`src/rtl/burst_sram_pkg.sv`:
```
// Package: shared operation code and burst address arithmetic.
// Assumes a 2-bit burst counter, so the group is four words.
package burst_sram_pkg;

    // Operation decoded for the current cycle
    typedef enum logic [1:0] {
        OP_IDLE = 2'd0,
        OP_RD   = 2'd1,
        OP_WR   = 2'd2,
        OP_DS   = 2'd3
    } op_e;

    // Low address bits for a burst position: linear adds, interleaved XORs
    function automatic logic [1:0] burst_lo(input logic [1:0] start,
                                            input logic [1:0] step,
                                            input logic       lin);
        return lin ? (start + step) : (start ^ step);
    endfunction

endpackage

```
`src/rtl/burst_sram_ctrl.sv`:
```
// Module: input decode and burst address generation.
// Finds each cycle's operation (read, write, deselect, idle), the word
// address it touches and the byte-lane write mask.
// Assumes AW >= 3. The burst state is frozen while sleep is high.
module burst_sram_ctrl
    import burst_sram_pkg::*;
#(
    parameter int AW = 6,
    parameter int NB = 2
) (
    input  logic          clk,
    input  logic          rst_n,
    input  logic          sleep,
    input  logic [AW-1:0] addr,
    input  logic          ld_n,
    input  logic          adv_n,
    input  logic          ce0_n,
    input  logic          ce1,
    input  logic          ce2_n,
    input  logic          gw_n,
    input  logic          bwe_n,
    input  logic [NB-1:0] be_n,
    input  logic          seq_lin,
    output op_e           op,
    output logic [AW-1:0] acc_addr,
    output logic [NB-1:0] wmask
);

    localparam int UPW = AW - 2;

    logic [AW-1:0] base_q;
    logic [1:0]    cnt_q;
    logic [1:0]    nxt_cnt;
    logic          lin_q;
    logic          act_q;
    logic          sel;
    logic          wr_req;

    // Decode selection, write type, lane mask and operation for this cycle
    always_comb begin
        sel      = !ce0_n && ce1 && !ce2_n;
        wr_req   = !gw_n || !bwe_n;
        wmask    = !gw_n ? {NB{1'b1}} : (!bwe_n ? ~be_n : {NB{1'b0}});
        nxt_cnt  = cnt_q + 2'd1;
        op       = OP_IDLE;
        acc_addr = addr;
        if (rst_n && !sleep) begin
            if (!ld_n) begin
                op = sel ? (wr_req ? OP_WR : OP_RD) : OP_DS;
            end else if (!adv_n && act_q) begin
                op       = wr_req ? OP_WR : OP_RD;
                acc_addr = {base_q[AW-1:2], burst_lo(base_q[1:0], nxt_cnt, lin_q)};
            end
        end
    end

    // Hold burst base, counter, order and session flag
    always_ff @(posedge clk) begin
        if (!rst_n) begin
            base_q <= '0;
            cnt_q  <= 2'd0;
            lin_q  <= 1'b0;
            act_q  <= 1'b0;
        end else if (!sleep) begin
            if (!ld_n) begin
                act_q <= sel;
                if (sel) begin
                    base_q <= addr;
                    cnt_q  <= 2'd0;
                    lin_q  <= seq_lin;
                end
            end else if (!adv_n && act_q) begin
                cnt_q <= nxt_cnt;
            end
        end
    end

    // no step without an advance strobe
    p_cnt_hold_r12: assert property (@(posedge clk) disable iff (!rst_n)
        (ld_n && adv_n) |=> $stable(cnt_q));

    // an advance keeps the upper address of the loaded base
    p_group_r12: assert property (@(posedge clk) disable iff (!rst_n)
        (ld_n && op == OP_RD) |-> (acc_addr[AW-1:2] == base_q[UPW+1:2]));

    // an unselected load never writes
    p_desel_r7: assert property (@(posedge clk) disable iff (!rst_n)
        (!ld_n && !sleep && !ce1) |-> (op == OP_DS));

    // sleep freezes the burst state
    p_sleep_r10: assert property (@(posedge clk) disable iff (!rst_n)
        sleep |=> ($stable(cnt_q) && $stable(base_q) && $stable(act_q)));

endmodule

```
`src/rtl/burst_sram_array.sv`:
```
// Module: storage array with lane-masked write and registered read output.
// A write lands on the edge that captures it. A read address is captured
// and the word leaves through the output register one edge later.
// Assumes DW is a multiple of NB. Array contents are not reset.
module burst_sram_array
    import burst_sram_pkg::*;
#(
    parameter int AW = 6,
    parameter int DW = 16,
    parameter int NB = 2
) (
    input  logic          clk,
    input  logic          rst_n,
    input  logic          sleep,
    input  op_e           op,
    input  logic [AW-1:0] acc_addr,
    input  logic [NB-1:0] wmask,
    input  logic [DW-1:0] wdata,
    output logic [DW-1:0] dout
);

    localparam int DEPTH = 1 << AW;
    localparam int LW    = DW / NB;

    logic [DW-1:0] mem [DEPTH];
    logic [AW-1:0] raddr_q;
    logic          rd_q;
    logic [DW-1:0] dout_q;

    // Write the selected byte lanes
    always_ff @(posedge clk) begin
        if (op == OP_WR) begin
            for (int g = 0; g < NB; g++) begin
                if (wmask[g]) mem[acc_addr][g*LW +: LW] <= wdata[g*LW +: LW];
            end
        end
    end

    // Capture the read address and load the output register one edge later
    always_ff @(posedge clk) begin
        if (!rst_n) begin
            raddr_q <= '0;
            rd_q    <= 1'b0;
            dout_q  <= '0;
        end else if (!sleep) begin
            rd_q <= (op == OP_RD);
            if (op == OP_RD) raddr_q <= acc_addr;
            if (rd_q) dout_q <= mem[raddr_q];
        end
    end

    assign dout = dout_q;

    // output register frozen during sleep
    p_dout_sleep_r10: assert property (@(posedge clk) disable iff (!rst_n)
        sleep |=> $stable(dout_q));

    // no new output word without a pending read
    p_dout_src_r2: assert property (@(posedge clk) disable iff (!rst_n)
        (!rd_q) |=> $stable(dout_q));

endmodule

```
`src/rtl/burst_sram_drive.sv`:
```
// Module: read-data driver timing with double-cycle deselect.
// Tracks the two most recent operations. A read turns the driver on when
// its data appears. A write turns it off at once. A deselect turns it off
// one edge later than a write would. Output enable gates it without a clock.
module burst_sram_drive
    import burst_sram_pkg::*;
(
    input  logic clk,
    input  logic rst_n,
    input  logic sleep,
    input  op_e  op,
    input  logic oe_n,
    output logic rdata_oe
);

    op_e  op_q;
    op_e  op2_q;
    logic drv_q;
    logic drv_d;

    // Next driver state from the operations one and two edges back
    always_comb begin
        drv_d = drv_q;
        if (op_q == OP_RD)       drv_d = 1'b1;
        else if (op_q == OP_WR)  drv_d = 1'b0;
        else if (op2_q == OP_DS) drv_d = 1'b0;
    end

    // Shift the operation history and update the driver
    always_ff @(posedge clk) begin
        if (!rst_n) begin
            op_q  <= OP_IDLE;
            op2_q <= OP_IDLE;
            drv_q <= 1'b0;
        end else if (!sleep) begin
            op_q  <= op;
            op2_q <= op_q;
            drv_q <= drv_d;
        end
    end

    assign rdata_oe = drv_q && !oe_n;

    // read data is driven the edge after the read is captured
    p_rd_on_r2: assert property (@(posedge clk) disable iff (!rst_n)
        (op_q == OP_RD && !sleep) |=> drv_q);

    // write turns the driver off at once
    p_wr_off_r8: assert property (@(posedge clk) disable iff (!rst_n)
        (op_q == OP_WR && !sleep) |=> !drv_q);

    // first cycle after a deselect keeps the driver as it was
    p_ds_hold_r8: assert property (@(posedge clk) disable iff (!rst_n)
        (op_q == OP_DS && op2_q != OP_DS && !sleep) |=> (drv_q == $past(drv_q)));

    // second cycle after a deselect turns the driver off unless a read follows
    p_ds_off_r8: assert property (@(posedge clk) disable iff (!rst_n)
        (op2_q == OP_DS && op_q != OP_RD && !sleep) |=> !drv_q);

    // output enable is combinational
    always_comb begin
        if (rst_n && oe_n) begin
            a_oe_gate_r9: assert (!rdata_oe);
        end
    end

endmodule

```
`src/rtl/burst_sram.sv`:
```
// Module: top of the pipelined burst synchronous SRAM.
// Connects the decode and burst logic, the storage array and the driver
// timing. Assumes AW >= 3, DW a multiple of NB, and one clock domain.
module burst_sram
    import burst_sram_pkg::*;
#(
    parameter int AW = 6,
    parameter int DW = 16,
    parameter int NB = 2
) (
    input  logic          clk,
    input  logic          rst_n,
    input  logic [AW-1:0] addr,
    input  logic          ld_n,
    input  logic          adv_n,
    input  logic          ce0_n,
    input  logic          ce1,
    input  logic          ce2_n,
    input  logic          gw_n,
    input  logic          bwe_n,
    input  logic [NB-1:0] be_n,
    input  logic          seq_lin,
    input  logic          oe_n,
    input  logic          sleep,
    input  logic [DW-1:0] wdata,
    output logic [DW-1:0] rdata,
    output logic          rdata_oe
);

    op_e           cur_op;
    logic [AW-1:0] acc_addr;
    logic [NB-1:0] wmask;

    burst_sram_ctrl #(.AW(AW), .NB(NB)) u_ctrl (
        .clk      (clk),
        .rst_n    (rst_n),
        .sleep    (sleep),
        .addr     (addr),
        .ld_n     (ld_n),
        .adv_n    (adv_n),
        .ce0_n    (ce0_n),
        .ce1      (ce1),
        .ce2_n    (ce2_n),
        .gw_n     (gw_n),
        .bwe_n    (bwe_n),
        .be_n     (be_n),
        .seq_lin  (seq_lin),
        .op       (cur_op),
        .acc_addr (acc_addr),
        .wmask    (wmask)
    );

    burst_sram_array #(.AW(AW), .DW(DW), .NB(NB)) u_array (
        .clk      (clk),
        .rst_n    (rst_n),
        .sleep    (sleep),
        .op       (cur_op),
        .acc_addr (acc_addr),
        .wmask    (wmask),
        .wdata    (wdata),
        .dout     (rdata)
    );

    burst_sram_drive u_drive (
        .clk      (clk),
        .rst_n    (rst_n),
        .sleep    (sleep),
        .op       (cur_op),
        .oe_n     (oe_n),
        .rdata_oe (rdata_oe)
    );

    // global write enables every lane
    p_gw_all_r5: assert property (@(posedge clk) disable iff (!rst_n)
        (cur_op == OP_WR && !gw_n) |-> (&wmask));

    // byte writes touch only lanes with their strobe low
    p_bw_lanes_r6: assert property (@(posedge clk) disable iff (!rst_n)
        (cur_op == OP_WR && gw_n) |-> ((wmask & be_n) == '0));

endmodule

```
`config.mk`:
```
export PLATFORM = sky130hd
export DESIGN_NAME = burst_sram
export DESIGN_NICKNAME = d
export VERILOG_FILES = /design/src/rtl/burst_sram_pkg.sv /design/src/rtl/burst_sram_ctrl.sv /design/src/rtl/burst_sram_array.sv /design/src/rtl/burst_sram_drive.sv /design/src/rtl/burst_sram.sv
export SDC_FILE = /design/constraint.sdc
export NUM_CORES = 1
export LEC_CHECK = 0
export BUFFER_PORTS_ARGS = -buffer_cell sky130_fd_sc_hd__buf_2
export CELL_PAD_IN_SITES_DETAIL_PLACEMENT = 0
export CELL_PAD_IN_SITES_GLOBAL_PLACEMENT = 1
export CORE_UTILIZATION = 45
export DETAILED_ROUTE_END_ITERATION = 16
export PLACE_DENSITY = 0.72
export SYNTH_ARGS = -nofsm -noshare
export SYNTH_HDL_FRONTEND = slang
export SYNTH_SLANG_ARGS = --single-unit
export TNS_END_PERCENT = 30
```
`constraint.sdc`:
```
create_clock -name clk -period 3.9 [get_ports clk]
set_input_delay 0 -clock clk [delete_from_list [all_inputs] [get_ports clk]]
set_output_delay 0 -clock clk [all_outputs]
set_load 0.005 [all_outputs]
```
==> results.cfg, run 1 <==
[status]
status = finished with violations
violations = hold timing

[grt]
grt_pass1_vias = 21569
grt_remaining_overflow = 0
grt_util_all_layers_pct = 21.4
grt_pass1_wl_mm = 145
grt_max_degree = 67
grt_antenna_before_repair = 6

[critical_path]
crit_required_ps = 4200
worstPathArrival_ps = 4040
worst-path-buf-inv = 2
cp_max_fo = 16
path_class = flip-flop to flip-flop
slowest_stage = or3_1
r2r-start = u_ctrl.act_q
cpPeakStageDelay_ps = 800
path_cells = nor4bb_4 > dlygate4sd3_1 > buf_4 > nand2_1 > mux2i_1 > or3_1 > nor2_1
worstSetupEndpointType = flip-flop
critPathTopFamily = simple AND/OR/NAND/NOR gates
worst_r2r_endpoint = u_array.mem[28][9]
worstRegToRegCells = 7
start_kind = flip-flop
r2r_slack_ps = 160

[synthesis]
yosysWarnings = 0
synth_most_common_cell = edfxtp_1
ys.flop_type = edfxtp_1
synthTopCellsByCount = edfxtp_1, mux4_2, mux2i_1
syn_area_mm2 = 0.0411
yosys.area.top_type_share_pct = 74.8
synth.yosys.seq_area_share_pct = 76.7
synth_edf_count = 1024
ys_seq_elements = 1062
synth.distinct_cells = 47
syn_avg_cell_area_um2 = 19.8
synth_nets = 2112
synthCells = 2075
async_flop_share_pct = 0
synth_top_cell_by_area = edfxtp_1
synth_area_leaders = edfxtp_1, mux4_2, mux2i_1

[timing]
finalSetupTns_ps = 0
hold_viol = 4
finalSetupViolCount = 0
finClkSkew_ps = 40.6
slew_violations = 0
max-slew-margin-rel_pct = 27.8
layout_setup_ws_ps = 162
fin_hold_ws_ps = -1.83
period_share_pct = 95.8
rsz0062_at_grt = yes
fmax_mhz = 268
min_period_ps = 3740
max_slew.worst_pin.slew_ps = 1080

[layout]
stdcell_count = 3580
drive_gt1_share_pct = 25.1
syn_to_final_growth_pct = 16.0
fin_nets = 2350
diodes = 0
final_area_mm2 = 0.0477
num-fill-cells = 7048

[power]
powerDensity_mw_per_mm2 = 493
ir_worst_vdd_v = 0.000408
leakage_nw = 14.7
p_total_mw = 23.5

[route]
drc_errors = 0
vias_per_cell = 5.86
wl_per_cell_um = 27.4
vias = 20971
drt-initial-drc-count = 2418
dr.pass1.iters = 6
ant_nets = 0
wl_mm = 98.2

[placement]
dp_cells = 3357
place_ws_ps = 521
dp_hpwl_mm = 61.7
placed_area_mm2 = 0.0437
io_buffers = 52
gp_congestion = 0.843

[cts]
clockRootBuffer = clkbuf_16
cts_buffer_depth = 3
clock-sinks = 1062
cts_setup_buffers = 0
cts_buffers = 105
cts_max_level = 3
worstSkewPairLatency_ps = 680
clkTransAtPathRegs_ps = 60
tritoncts = yes

[die]
die_w_um = 304
die_h_um = 304
coreArea_mm2 = 0.0903
die_area_mm2 = 0.0925
ios = 53
start_util_pct = 45.5
rows = 110

[worst_hold_path]
hold_path_startpoint = wdata[10]
whs_path_depth = 2
hold_class = input port to flip-flop
hold_path_end = u_array.mem[63][10]

[flow_run]
maxCapViolations = 0
## timing repair
action	4_1_cts	5_1_grt
hold buffers	25	0
gates resized for setup	0	3
hold endpoints to repair	91	0
endpoints found under the setup margin	0	15
## stage by stage
stage / hold slack, ps / util, %
4_1_cts: 9.52 / 52.8
5_1_grt: 13.4 / 52.8
3_5_place_dp: 222 / 48.5
3_3_place_gp: 219 / 48.5
2_1_floorplan: 30.2 / -
6_report: -1.83 / 52.8
## metal layers
metal / vias up / track usage (%) / share of wire (%)
met4: 4 / 5.87 / 2.6
met2: 815 / 34.6 / 49
met1: 10970 / 30.3 / 42
met3: 159 / 3.47 / 6.5
met5: - / 0 / 0.020
li1: 9023 / - / -
## layout by cell type (no fill, tap or decap), drive strengths merged, types with 2 or more instances in the layout
| cell type | netlist | routed |
|---|---|---|
| a22oi | 112 | 112 |
| and2 | 4 | 4 |
| and3b | 3 | 3 |
| o31ai | 3 | 3 |
| bufinv | 0 | 18 |
| mux2i | 153 | 153 |
| inv | 7 | 9 |
| mux4 | 192 | 192 |
| nand4 | 4 | 4 |
| o211ai | 18 | 18 |
| buf | 55 | 232 |
| dfxtp | 38 | 38 |
| dlygate4sd3 | 0 | 25 |
| nor2 | 152 | 152 |
| clkinvlp | 0 | 6 |
| a221oi | 16 | 16 |
| or2 | 2 | 2 |
| and3 | 2 | 2 |
| nand2 | 48 | 48 |
| a211oi | 4 | 4 |
| clkinv | 0 | 37 |
| a22o | 16 | 16 |
| a21oi | 30 | 30 |
| o21ai | 6 | 6 |
| nand4b | 4 | 4 |
| a31oi | 17 | 17 |
| mux2 | 3 | 3 |
| clkbuf | 71 | 135 |
| or3 | 20 | 20 |
| o21a | 2 | 2 |
| edfxtp | 1024 | 1024 |
| nor2b | 11 | 11 |
| o41ai | 4 | 4 |
| nand3 | 43 | 43 |
## state kept, by name, indices dropped and copies added, names as in the netlist
signal	count
u_drive.op_q	2
u_array.mem	1024
u_ctrl.base_q	6
u_array.dout	16
u_ctrl.lin_q	1
u_drive.op2_q	2
u_ctrl.act_q	1
u_ctrl.cnt_q	2
u_array.raddr_q	6
u_drive.drv_q	1
u_array.rd_q	1
## final cells by class
| type | instances | area (um2) | area share (%) |
|---|---|---|---|
| sequential | 1062 | 31500 | 66.1 |
| multi-input combinational | 880 | 8990 | 18.9 |
| clock buffer | 135 | 2830 | 5.94 |
| inverter | 7 | 26.3 | 0.0551 |
| timing repair buffer | 257 | 2000 | 4.19 |
| clock inverter | 63 | 828 | 1.74 |
| tap | 1176 | 1470 | 3.09 |
## power by group
part	internal (mW)	total [mW]	switching [mW]
logic	0.0860	0.389	0.303
clock network	6.34	10.6	4.26
registers	12.5	12.5	0.00594
total	18.9	23.5	4.57
## logic make-up after synthesis
group / count (synthesis) / share of synthesized area (%)
flip-flops: 1062 / 76.7
multiplexers: 348 / 14.3
AND/OR/NAND/NOR: 299 / 3.31
AO/OA/AOI/OAI: 230 / 4.05
buffers and inverters: 133 / 1.50
XOR/XNOR: 2 / 0.0761
adder cells (fa/ha/maj): 1 / 0.0304
## worst max-delay path by stage
| stage | from | endpoint | slack, ps | cells after the start |
|---|---|---|---|---|
| 5_1_grt | u_ctrl.act_q | u_array.mem[28][9] | -30 | 7 |
| 4_1_cts | u_ctrl.act_q | u_array.mem[47][8] | 180 | 8 |
| 3_3_place_gp | u_array.raddr_q[0] | u_array.dout[0] | 530 | 6 |
| 2_1_floorplan | u_ctrl.cnt_q[0] | u_array.mem[28][0] | 1200 | 9 |
| 6_report | u_ctrl.act_q | u_array.mem[28][9] | 160 | 7 |
| 3_5_place_dp | u_array.raddr_q[0] | u_array.dout[0] | 520 | 6 |
No activity file was read; power rests on OpenSTA's default activity.
==> run 2: changes to the inputs <==
Settings changed: BUFFER_PORTS_ARGS -buffer_cell sky130_fd_sc_hd__buf_2 to -buffer_cell sky130_fd_sc_hd__buf_4, CORE_UTILIZATION 45 to 55, PLACE_DENSITY 0.72 to 0.85, REMOVE_ABC_BUFFERS from default to 1.
==> results.cfg, run 2 (synthesis results as in run 1) <==
[timing]
min_period_ps = 3270
slew_violations = 0
fmax_mhz = 306
rsz0062_at_grt = no
max-slew-margin-rel_pct = 26.9
max_slew.worst_pin.slew_ps = 1100
hold_viol = 0
finalSetupTns_ps = 0
finClkSkew_ps = 14.0
period_share_pct = 83.8
finalSetupViolCount = 0

[grt]
grt_antenna_before_repair = 8
grt_pass1_wl_mm = 136
grt_max_degree = 104
grt_util_all_layers_pct = 24.7
grt_remaining_overflow = 0
grt_pass1_vias = 21404

[route]
highest_layer = met5
vias_per_cell = 6.37
ant_nets = 0
vias = 21387
wl_met3_mm = 8.34
drt-initial-drc-count = 2328
wl_per_cell_um = 27.5
wl_met2_mm = 45.0
wl_mm = 92.4
wl_met1_mm = 36.1
drc_errors = 0
dr.pass1.iters = 5

[flow_run]
maxCapViolations = 0

[die]
rows = 99
start_util_pct = 55.9
coreArea_mm2 = 0.0735
die_h_um = 275
ios = 53
die_area_mm2 = 0.0758
die_w_um = 275

[critical_path]
cp_max_fo = 41
path_common_cell = buf_4
worstPathArrival_ps = 3790
cpPeakStageDelay_ps = 880
path_cells = buf_4 > buf_4 > mux4_2 > a221oi_1 > a31oi_1 > or3_1
start_kind = flip-flop
path_class = flip-flop to flip-flop
worstSetupEndpointType = flip-flop
worst-path-buf-inv = 2
slowest_stage = dfxtp_4
crit_required_ps = 4420
critPathTopFamily = flip-flops

[layout]
layout_commonest_cell = edfxtp_1
num-fill-cells = 4762
largest_reg_flops = 1024
stdcell_count = 3356
post-route-util_pct = 64.0
fin_nets = 2349
final_cell_mix = edfxtp_1, buf_4, mux4_2, mux2i_1, nor2_1
seq_area_mm2 = 0.0315
largest_register = u_array.mem
drive_gt1_share_pct = 23.9
multi_input_area_mm2 = 0.00898
syn_to_final_growth_pct = 14.5

[cts]
tritoncts = yes
clkTransAtPathRegs_ps = 60
cts_buffers = 98
cts_max_level = 3
cts_buffer_depth = 3
worstSkewPairLatency_ps = 650
clock-sinks = 1062
cts_setup_buffers = 0
cts.repair.resized = 0
hold_buffers = 38
clockRootBuffer = clkbuf_16

[placement]
dp_cells = 3133
gp_congestion = 0.826
io_buffers = 52
dp_hpwl_mm = 56.3

[power]
ir_worst_vdd_v = 0.000449
p_total_mw = 22.2
leakage_nw = 14.6
powerDensity_mw_per_mm2 = 473

[status]
status = finished, final reports clean

[worst_hold_path]
hold_class = input port to flip-flop
-- run 2: changes by cell type in the layout (fill, tap and decap cells not counted), moves of 4 or more --
cell,delta
dlygate4sd3_1,+13
clkinv_1,+4
buf_2,-52
clkbuf_16,-5
buf_4,+49
bufinv_16,-12
buf_12,-4
-- run 2: area by class of cell --
class | instances | share of cell area (%)
Sequential cell | 1062 | 67.0
Multi-Input combinational cell | 880 | 19.1
Clock buffer | 133 | 5.85
Timing Repair Buffer | 263 | 4.59
Tap cell | 959 | 2.55
Clock inverter | 50 | 0.849
Inverter | 7 | 0.0559
Antenna cell | 2 | 0.0106
-- run 2: metal layers --
metal / vias up / track usage, %
met5: - / 0
met4: 10 / 7.82
met1: 11064 / 34.4
met3: 196 / 5.20
li1: 9026 / -
met2: 1091 / 39.5
-- run 2: path summary, 6_finish.rpt --
path | cells after the start | slack [ps] | from | end
max | 6 | 630 | u_array.raddr_q[0] | u_array.dout[0]
min | 5 | 100 | bwe_n | u_array.raddr_q[1]
max reg2reg | 6 | 630 | u_array.raddr_q[0] | u_array.dout[0]
min reg2reg | 1 | 500 | u_ctrl.cnt_q[1] | u_ctrl.cnt_q[1]
-- run 2: worst reg2reg max path, cell delays in order, from the launching register on --
cell and delay (ps):
dfxtp_4 880, buf_4 410, buf_4 360, mux4_2 560
a221oi_1 370, a31oi_1 190, or3_1 390
-- run 2: power breakdown --
group	internal [mW]	switching, mW	total, mW
logic	0.0913	0.290	0.382
registers	12.5	0.00633	12.5
clock network	5.34	4.00	9.34
total	17.9	4.30	22.2
-- run 2: metrics by stage --
stage | worst slack (ps) | hold WS [ps] | area, um2
finish | 632 | 97.5 | 47000
global placement | 627 | 229 | 43500
global route | 422 | 133 | 47000
CTS | 575 | 71.1 | 47000
detailed placement | 590 | 239 | 43500
floorplan | -7740 | 30.2 | 40500
